File: config.mk
export PLATFORM = sky130hd
export DESIGN_NAME = ser_tx_channel
export DESIGN_NICKNAME = d
export VERILOG_FILES = /design/src/rtl/ser_tx_pkg.sv /design/src/rtl/ser_tx_hold.sv /design/src/rtl/ser_tx_shifter.sv /design/src/rtl/ser_tx_frame_ctl.sv /design/src/rtl/ser_tx_channel.sv
export SDC_FILE = /design/constraint.sdc
export NUM_CORES = 1
export LEC_CHECK = 0
export ABC_AREA = 1
export BUFFER_PORTS_ARGS = -buffer_cell sky130_fd_sc_hd__buf_4
export CAP_MARGIN = 15
export CORE_UTILIZATION = 55
export CTS_CLUSTER_DIAMETER = 40
export DETAILED_ROUTE_END_ITERATION = 10
export PLACE_DENSITY_LB_ADDON = 0.15
export SKIP_CTS_REPAIR_TIMING = 1
export SYNTH_ARGS = -nofsm -noshare
export SYNTH_HDL_FRONTEND = slang
export SYNTH_SLANG_ARGS = --single-unit
File: constraint.sdc
create_clock -name clk -period 3.9 [get_ports clk]
set_clock_uncertainty 0.05 [all_clocks]
set_input_delay 0.78 -clock clk [delete_from_list [all_inputs] [get_ports clk]]
set_output_delay 0.78 -clock clk [all_outputs]
set_load 0.02 [all_outputs]
File: src/rtl/ser_tx_pkg.sv
package ser_tx_pkg;
  typedef enum logic {
    TX_IDLE  = 1'b0,
    TX_SHIFT = 1'b1
  } tx_state_e;
endpackage

File: src/rtl/ser_tx_hold.sv
module ser_tx_hold #(
  parameter int WORD_W = 24
) (
  input  logic              clk,
  input  logic              rst_n,
  input  logic              wr_i,
  input  logic [WORD_W-1:0] wdata_i,
  input  logic              load_i,
  output logic [WORD_W-1:0] data_o,
  output logic              tde_o,
  output logic              urun_o
);
  logic [WORD_W-1:0] data_q, data_d;
  logic              tde_q, tde_d, urun_q, urun_d;

  always_comb begin
    data_d = data_q;
    tde_d  = tde_q;
    urun_d = urun_q;
    if (wr_i) begin
      data_d = wdata_i;
      tde_d  = 1'b0;
      urun_d = 1'b0;
    end else if (load_i) begin
      tde_d = 1'b1;
      if (tde_q) urun_d = 1'b1;
    end
  end

  always_ff @(posedge clk or negedge rst_n) begin
    if (!rst_n) begin
      data_q <= '0;
      tde_q  <= 1'b1;
      urun_q <= 1'b0;
    end else begin
      data_q <= data_d;
      tde_q  <= tde_d;
      urun_q <= urun_d;
    end
  end

  assign data_o = data_q;
  assign tde_o  = tde_q;
  assign urun_o = urun_q;

  // a write empties nothing; it fills the register
  p_wr_clears_tde_r8: assert property (@(posedge clk) disable iff (!rst_n)
    wr_i |=> !tde_o);
  // a transfer without a write leaves the register empty
  p_load_sets_tde_r8: assert property (@(posedge clk) disable iff (!rst_n)
    (load_i && !wr_i) |=> tde_o);
  // a transfer of a stale word raises the underrun flag
  p_stale_sets_urun_r9: assert property (@(posedge clk) disable iff (!rst_n)
    (load_i && tde_o && !wr_i) |=> urun_o);
endmodule

File: src/rtl/ser_tx_shifter.sv
module ser_tx_shifter #(
  parameter int WORD_W = 24
) (
  input  logic              clk,
  input  logic              rst_n,
  input  logic              load_i,
  input  logic              busy_i,
  input  logic [WORD_W-1:0] data_i,
  output logic              msb_o,
  output logic              word_end_o
);
  localparam int CNT_W = $clog2(WORD_W);
  localparam logic [CNT_W-1:0] LAST_CNT = CNT_W'(WORD_W - 1);

  logic [WORD_W-1:0] sr_q, sr_d;
  logic [CNT_W-1:0]  cnt_q, cnt_d;

  always_comb begin
    sr_d  = sr_q;
    cnt_d = cnt_q;
    if (load_i) begin
      sr_d  = data_i;
      cnt_d = LAST_CNT;
    end else if (busy_i) begin
      sr_d = {sr_q[WORD_W-2:0], 1'b0};
      if (cnt_q != '0) cnt_d = cnt_q - 1'b1;
    end
  end

  always_ff @(posedge clk or negedge rst_n) begin
    if (!rst_n) begin
      sr_q  <= '0;
      cnt_q <= '0;
    end else begin
      sr_q  <= sr_d;
      cnt_q <= cnt_d;
    end
  end

  assign msb_o      = sr_q[WORD_W-1];
  assign word_end_o = busy_i && (cnt_q == '0);

  // a word in flight is never cut short
  p_full_word_r4: assert property (@(posedge clk) disable iff (!rst_n)
    (busy_i && !word_end_o) |=> busy_i);
endmodule

File: src/rtl/ser_tx_frame_ctl.sv
module ser_tx_frame_ctl
  import ser_tx_pkg::*;
(
  input  logic clk,
  input  logic rst_n,
  input  logic fs_i,
  input  logic net_mode_i,
  input  logic en_i,
  input  logic word_end_i,
  output logic load_o,
  output logic busy_o
);
  tx_state_e st_q, st_d;
  logic      off_q, off_d;

  always_comb begin
    st_d   = st_q;
    off_d  = off_q;
    load_o = 1'b0;
    if (st_q == TX_IDLE) load_o = fs_i && en_i;
    else if (word_end_i) load_o = en_i && (fs_i || !(net_mode_i && off_q));
    if (load_o) begin
      st_d  = TX_SHIFT;
      off_d = 1'b0;
    end else begin
      if ((st_q == TX_SHIFT) && word_end_i) st_d = TX_IDLE;
      if ((st_q == TX_SHIFT) && !en_i) off_d = 1'b1;
    end
  end

  always_ff @(posedge clk or negedge rst_n) begin
    if (!rst_n) begin
      st_q  <= TX_IDLE;
      off_q <= 1'b0;
    end else begin
      st_q  <= st_d;
      off_q <= off_d;
    end
  end

  assign busy_o = (st_q == TX_SHIFT);

  // an idle lane wakes only on a frame sync
  p_start_on_fs_r3: assert property (@(posedge clk) disable iff (!rst_n)
    $rose(busy_o) |-> $past(fs_i));
  // after an off pulse in network mode the lane waits for a frame
  p_net_blank_r6: assert property (@(posedge clk) disable iff (!rst_n)
    (word_end_i && net_mode_i && off_q && !fs_i) |=> !busy_o);
endmodule

File: src/rtl/ser_tx_channel.sv
module ser_tx_channel #(
  parameter int WORD_W     = 24,
  parameter int NUM_TX     = 6,
  parameter int LANE       = 2,
  parameter bit SHARED_PIN = 1'b1
) (
  input  logic              clk,
  input  logic              rst_n,
  input  logic              fs_i,
  input  logic              net_mode_i,
  input  logic [NUM_TX-1:0] tcw_i,
  input  logic              rx_pair_en_i,
  input  logic              wr_en_i,
  input  logic [WORD_W-1:0] wr_data_i,
  output logic              sd_o,
  output logic              sd_oe_o,
  output logic              pin_rx_sel_o,
  output logic              tde_o,
  output logic              urun_o,
  output logic              cfg_err_o
);
  logic [1:0]        rst_sync_q;
  logic              rst_int_n;
  logic              tx_en, en_eff, conflict;
  logic              load, busy, word_end;
  logic [WORD_W-1:0] hold_data;

  always_ff @(posedge clk or negedge rst_n) begin
    if (!rst_n) rst_sync_q <= 2'b00;
    else        rst_sync_q <= {rst_sync_q[0], 1'b1};
  end
  assign rst_int_n = rst_sync_q[1];

  assign tx_en = tcw_i[LANE];

  generate
    if (SHARED_PIN) begin : g_shared
      assign conflict     = tx_en && rx_pair_en_i;
      assign pin_rx_sel_o = rx_pair_en_i && !tx_en && !busy;
    end else begin : g_solo
      assign conflict     = 1'b0;
      assign pin_rx_sel_o = 1'b0;
    end
  endgenerate

  assign en_eff    = tx_en && !conflict;
  assign cfg_err_o = conflict;

  ser_tx_hold #(.WORD_W(WORD_W)) u_hold (
    .clk(clk), .rst_n(rst_int_n), .wr_i(wr_en_i), .wdata_i(wr_data_i),
    .load_i(load), .data_o(hold_data), .tde_o(tde_o), .urun_o(urun_o)
  );

  ser_tx_frame_ctl u_ctl (
    .clk(clk), .rst_n(rst_int_n), .fs_i(fs_i), .net_mode_i(net_mode_i),
    .en_i(en_eff), .word_end_i(word_end), .load_o(load), .busy_o(busy)
  );

  ser_tx_shifter #(.WORD_W(WORD_W)) u_shift (
    .clk(clk), .rst_n(rst_int_n), .load_i(load), .busy_i(busy),
    .data_i(hold_data), .msb_o(sd_o), .word_end_o(word_end)
  );

  assign sd_oe_o = busy && !conflict;

  // contention never reaches the pin
  p_conflict_quiet_r11: assert property (@(posedge clk) disable iff (!rst_int_n)
    cfg_err_o |-> (!sd_oe_o && !pin_rx_sel_o));
  // receiver direction and transmit drive are exclusive
  p_rx_no_drive_r10: assert property (@(posedge clk) disable iff (!rst_int_n)
    pin_rx_sel_o |-> !sd_oe_o);
endmodule

Word level (Yosys, flattened, before mapping). Index checks and enable logic that the tools add are counted.

Register bits after elaboration: 59. Bits of input ports: 36. Output and inout port bits: 6. Logic and storage cells: 52.

Add/sub/neg operators: 1. Multiplexer cells: 16. Reductions and logical operators: 27.

Operators with widths (count): 2-to-1 mux 24 bit (2); 2-to-1 mux 5 bit (3); nonzero test 2 bit (6); logical AND 1 bit (11); 2-to-1 mux 1 bit (11); zero test 1 bit (5); zero test 5 bit (1); nonzero test 5 bit (1); subtractor 5 x 1 -> 5 bit, second input constant (1); AND reduction 2 bit (2); logical OR 1 bit (1).

Depth between registers and ports, before layout.
Depth in word-level cells: 8. Gate-level depth with buffers: 11. Mapped depth without buffers: 9.

By module. A second synthesis with hierarchy kept.

Cell total of the unflattened synthesis: 300. Area, all modules: 2532.4 sq um.

By module, submodules not included: ser_tx_shifter (times used 1, cells each 166, area each 1338.8 sq um, sequential area each 725.7 sq um); ser_tx_hold (times used 1, cells each 108, area each 997.2 sq um, sequential area each 651.9 sq um); ser_tx_frame_ctl (times used 1, cells each 15, area each 111.4 sq um, sequential area each 50.0 sq um); ser_tx_channel (times used 1, cells each 11, area each 85.1 sq um, sequential area each 50.0 sq um).

Least setup slack after synthesis. No wires, ideal clock.

Path type: input -> output. From: input rx_pair_en_i. To: output pin_rx_sel_o. Data arrival time: 1.266 ns. Required time: 3.070 ns. Path slack: 1.804 ns. Cell stages on the path: 2. Cell sequence: inv_1 nor3_1.

Longest elaborated chain between the ends: 2.

RTL lines: from (decl) (RTL line ser_tx_channel.sv:12) `input logic rx_pair_en_i,`; logical AND 1 bit (2 in series) (RTL line ser_tx_channel.sv:39) `assign pin_rx_sel_o = rx_pair_en_i && !tx_en && !busy;`; to (decl) (RTL line ser_tx_channel.sv:17) `output logic pin_rx_sel_o,`.

No other way between the ends.

Final worst setup path.
From: input rx_pair_en_i. To: register u_shift.sr_q[0].

Longest elaborated chain between the ends: 7. Elaborated cells on any way between the ends: 9. Those cells by class: 3 x mux; 6 x reduce/logical.

RTL lines: logical AND 1 bit * (RTL line ser_tx_channel.sv:38) `assign conflict = tx_en && rx_pair_en_i;`; zero test 1 bit * (RTL line ser_tx_channel.sv:46) `assign en_eff = tx_en && !conflict;`; logical AND 1 bit * (RTL line ser_tx_channel.sv:46); logical AND 1 bit (RTL line ser_tx_frame_ctl.sv:21) `else if (word_end_i) load_o = en_i && (fs_i || !(net_mode_i && off_q));`; 2-to-1 mux 1 bit (RTL line ser_tx_frame_ctl.sv:21); 2-to-1 mux 1 bit * (RTL line ser_tx_frame_ctl.sv:20) `if (st_q == TX_IDLE) load_o = fs_i && en_i;`; 2-to-1 mux 24 bit or nonzero test 2 bit (tied branches); to (signal assigned) (RTL line ser_tx_shifter.sv:35) `sr_q <= sr_d;`; to (decl) (RTL line ser_tx_shifter.sv:15) `logic [WORD_W-1:0] sr_q, sr_d;`.

Every way passes the cells marked *; elsewhere a longest branch is shown, timed or not. A chain may end at the register's enable or synchronous reset.

==> reports/results.tsv <==
stage	metric	value	unit
finish	most frequent cells in the layout	108 x nand2_1, 58 x inv_1, 57 x dfrtp_1	
sta	total negative slack	0	ps
finish	share of layout cells above drive strength 1	15.8	%
sta	Final Cycle Share	59.8	%
detailed_routing	Avg WL per Cell	11.4	µm
floorplan	Initial Util	57.2	%
detailed_routing	DRC	0	
synth	Cells after Synth	342	
run_status	outcome	finished clean	
power_and_ir_drop	Combinational Power Share	28.6	%
floorplan	Die ar.	0.00523	mm²
detailed_routing	DR vias/cell	4.87	
placement	dpl hpwl	3010	µm
detailed_routing	final wirelength	5110	µm
finish	most common cell after layout, fill and taps aside	nand2_1	
grt	number of global-route vias before repair	1943	
synth	YS warnings	0	
clock_tree	htree depth	3	
synth	Synth Cell Area	0.00272	mm²
finish	utilization after layout	66.9	%
power_and_ir_drop	Tot Pwr	0.00198	W
grt	largest net degree at the start of global routing	51	
synth	number of synthesized register bits	59	
finish	Final #Nets	411	
power_and_ir_drop	Psw	0.000665	W
finish	P&R area growth vs syn	16.9	%
power_and_ir_drop	switching part of the total	33.6	%
sta	actual slew at the worst max-slew pin	781	ps
clock_tree	clock root cell	clkbuf_8	
grt	initial antenna violation count	0	
grt	total congestion overflow	0	
clock_tree	Sink Count	59	
clock_tree	CTS max path bufs	2	
run	Max-Cap Viols	0	
power_and_ir_drop	Power Density	623	mW/mm²
worst_setup_path	crit-path cells	buf_4 > nor2_2 > nand3_2 > nand2_2 > inv_1 > o22ai_1	
floorplan	core area	0.00475	mm²
synth	Avg Inst Size Synth	7.96	µm²
worst_setup_path	Worst Path Required	4090	ps
finish	Inserted Diodes	0	
power_and_ir_drop	internal power	0.00132	W
detailed_routing	drt initial violations	201	
synth	Syn Nets	379	
detailed_routing	vias	2172	
power_and_ir_drop	Pleak	1.74	nW
floorplan	Cell Rows	25	
worst_setup_path	crit path launch	rx_pair_en_i	
synth	Distinct cells, synth	27	
worst_setup_path	Largest stage delay, worst path	660	ps
worst_setup_path	reg2reg start	u_shift.cnt_q[0]$_DFFE_PN0P_	
sta	minimum clock period	2330	ps
detailed_routing	Routed Antenna Nets	0	
synth	Seq/Total Area, Yosys	54.3	%
worst_setup_path	crit end category	flop	
floorplan	I/O pin cnt	42	
power_and_ir_drop	VDD IR max	345	µV
sta	final hold violation count	0	
worst_setup_path	slowest CP cell	nand2_2	
sta	Setup violations, final	0	
grt	first-pass GRT wire length	8790	µm
power_and_ir_drop	share of total power in sequential cells	43.9	%
worst_setup_path	CP Data Arrival Time	2520	ps
grt	gr usage total	22.2	%
sta	Worst slew margin	47.9	%
worst_setup_path	critical path type	input pin to flop	
sta	Fmax	0.429	GHz
worst_setup_path	crit path launch type	input pin	
sta	RSZ-0062 raised after global routing	no	
placement	I/O Buffers	36	
floorplan	Die Ht	72.3	µm
placement	GPL Wtd Cong	0.765	
clock_tree	TritonCTS buffer count	9	
power_and_ir_drop	clock share of power	27.4	%
clock_tree	CTS tree	yes	
clock_tree	Reg clk slew, reported paths	70	ps
floorplan	Die Width	72.3	µm
clock_tree	Clock Latency Late Sink	330	ps
sta	Max Slew Vio Count	0	
worst_setup_path	highest fanout seen on the critical path	29	
worst_hold_path	Worst Hold Class	flop to async pin	
detailed_routing	First-pass DRT Iterations	4	
==> area by class of cell <==
| type | instances | area (µm²) |
|---|---|---|
| clock buffers | 14 | 153 |
| fillers | 414 | 1570 |
| clock inverters | 2 | 35.0 |
| repair buffers | 37 | 278 |
| multi-input cells | 208 | 931 |
| inverters | 59 | 221 |
| well taps | 67 | 83.8 |
| flip-flops and latches | 59 | 1480 |
==> routing by layer <==
layer / part of all wire, % / routed length (µm) / GRT usage (%)
met5: 0 / 0 / 0
met4: 1.4 / 73 / 9.15
met3: 6.1 / 309 / 7.64
met2: 44 / 2240 / 33.5
met1: 49 / 2480 / 29.5
==> Yosys cell counts <==
library cell / n / area share (%)
buf_2: 6 / 1.1
nor2_1: 7 / 0.97
or2_2: 1 / 0.23
ha_1: 1 / 0.46
nor3_1: 2 / 0.37
a21oi_1: 2 / 0.37
o21ai_0: 25 / 4.6
clkbuf_1: 7 / 0.97
dfstp_2: 1 / 0.97
o21bai_1: 1 / 0.28
buf_12: 1 / 0.74
nand3b_1: 1 / 0.28
inv_2: 1 / 0.14
o211ai_1: 1 / 0.28
conb_1: 1 / 0.14
dfrtp_1: 58 / 53
nand2_2: 3 / 0.69
buf_1: 1 / 0.14
nor2_2: 3 / 0.69
xor2_1: 1 / 0.32
nand3_2: 1 / 0.37
inv_1: 58 / 8.0
nand3_1: 48 / 8.8
buf_6: 1 / 0.41
nand4_1: 1 / 0.23
o22ai_1: 1 / 0.23
nand2_1: 108 / 15
==> worst paths after layout <==
kind | endpoint | slack, ps | cells after the start
max | u_shift.sr_q[0]$_DFFE_PN0P_ | 1570 | 6
min | u_shift.sr_q[23]$_DFFE_PN0P_ | 130 | 0
max reg2reg | u_shift.sr_q[0]$_DFFE_PN0P_ | 1680 | 8
min reg2reg | u_shift.sr_q[23]$_DFFE_PN0P_ | 130 | 0
max in group asynchronous | u_hold.tde_o$_DFFE_PN1P_ | 2810 | 1
min in group clk | rst_sync_q[1]$_DFF_PN0_ | 310 | 0
==> metrics by stage <==
stage	hold slack, ps	setup slack [ps]	cell area (µm²)	instances
after floorplan	281	1800	2720	342
after global placement	129	1240	2990	430
after detailed placement	137	1250	2990	430
after CTS	139	1560	3180	446
after global routing	147	1380	3180	446
final	129	1570	3180	446
==> registers in the layout (all words and copies together), names as in the netlist <==
name and cells:
u_ctl.busy_o 1, u_shift.sr_q 24, u_ctl.off_q 1, u_hold.data_o 24, u_hold.urun_o 1, u_shift.cnt_q 5
rst_sync_q 2, u_hold.tde_o 1
==> power groups by stage <==
stage	clock (W)	sequential, W	combinational, W
2_1_floorplan	0	0.000871	0.000444
3_3_place_gp	0	0.000872	0.000551
3_5_place_dp	0	0.000878	0.000565
4_1_cts	0.000554	0.000869	0.000570
5_1_grt	0.000579	0.000886	0.000656
6_report	0.000544	0.000870	0.000567
==> cells by family (layout without fill, tap and decap cells) <==
logic type | count (synthesis) | after routing | synth area share [%]
adder cells (fa/ha/maj) | 1 | 1 | 0.460
flip-flops | 59 | 59 | 54.3
other | 1 | 1 | 0.138
AND/OR/NAND/NOR | 175 | 175 | 27.5
XOR/XNOR | 1 | 1 | 0.322
buffers and inverters | 75 | 112 | 11.5
AO/OA/AOI/OAI | 30 | 30 | 5.75
==> worst max-delay path, delay by kind of cell <==
family,cells,cell delay (ps)
AOI/OAI and AO/OA,1,170
and+or+nand+nor,3,1260
buffers and inverters,2,310
Power figures use the tool's default switching activity.
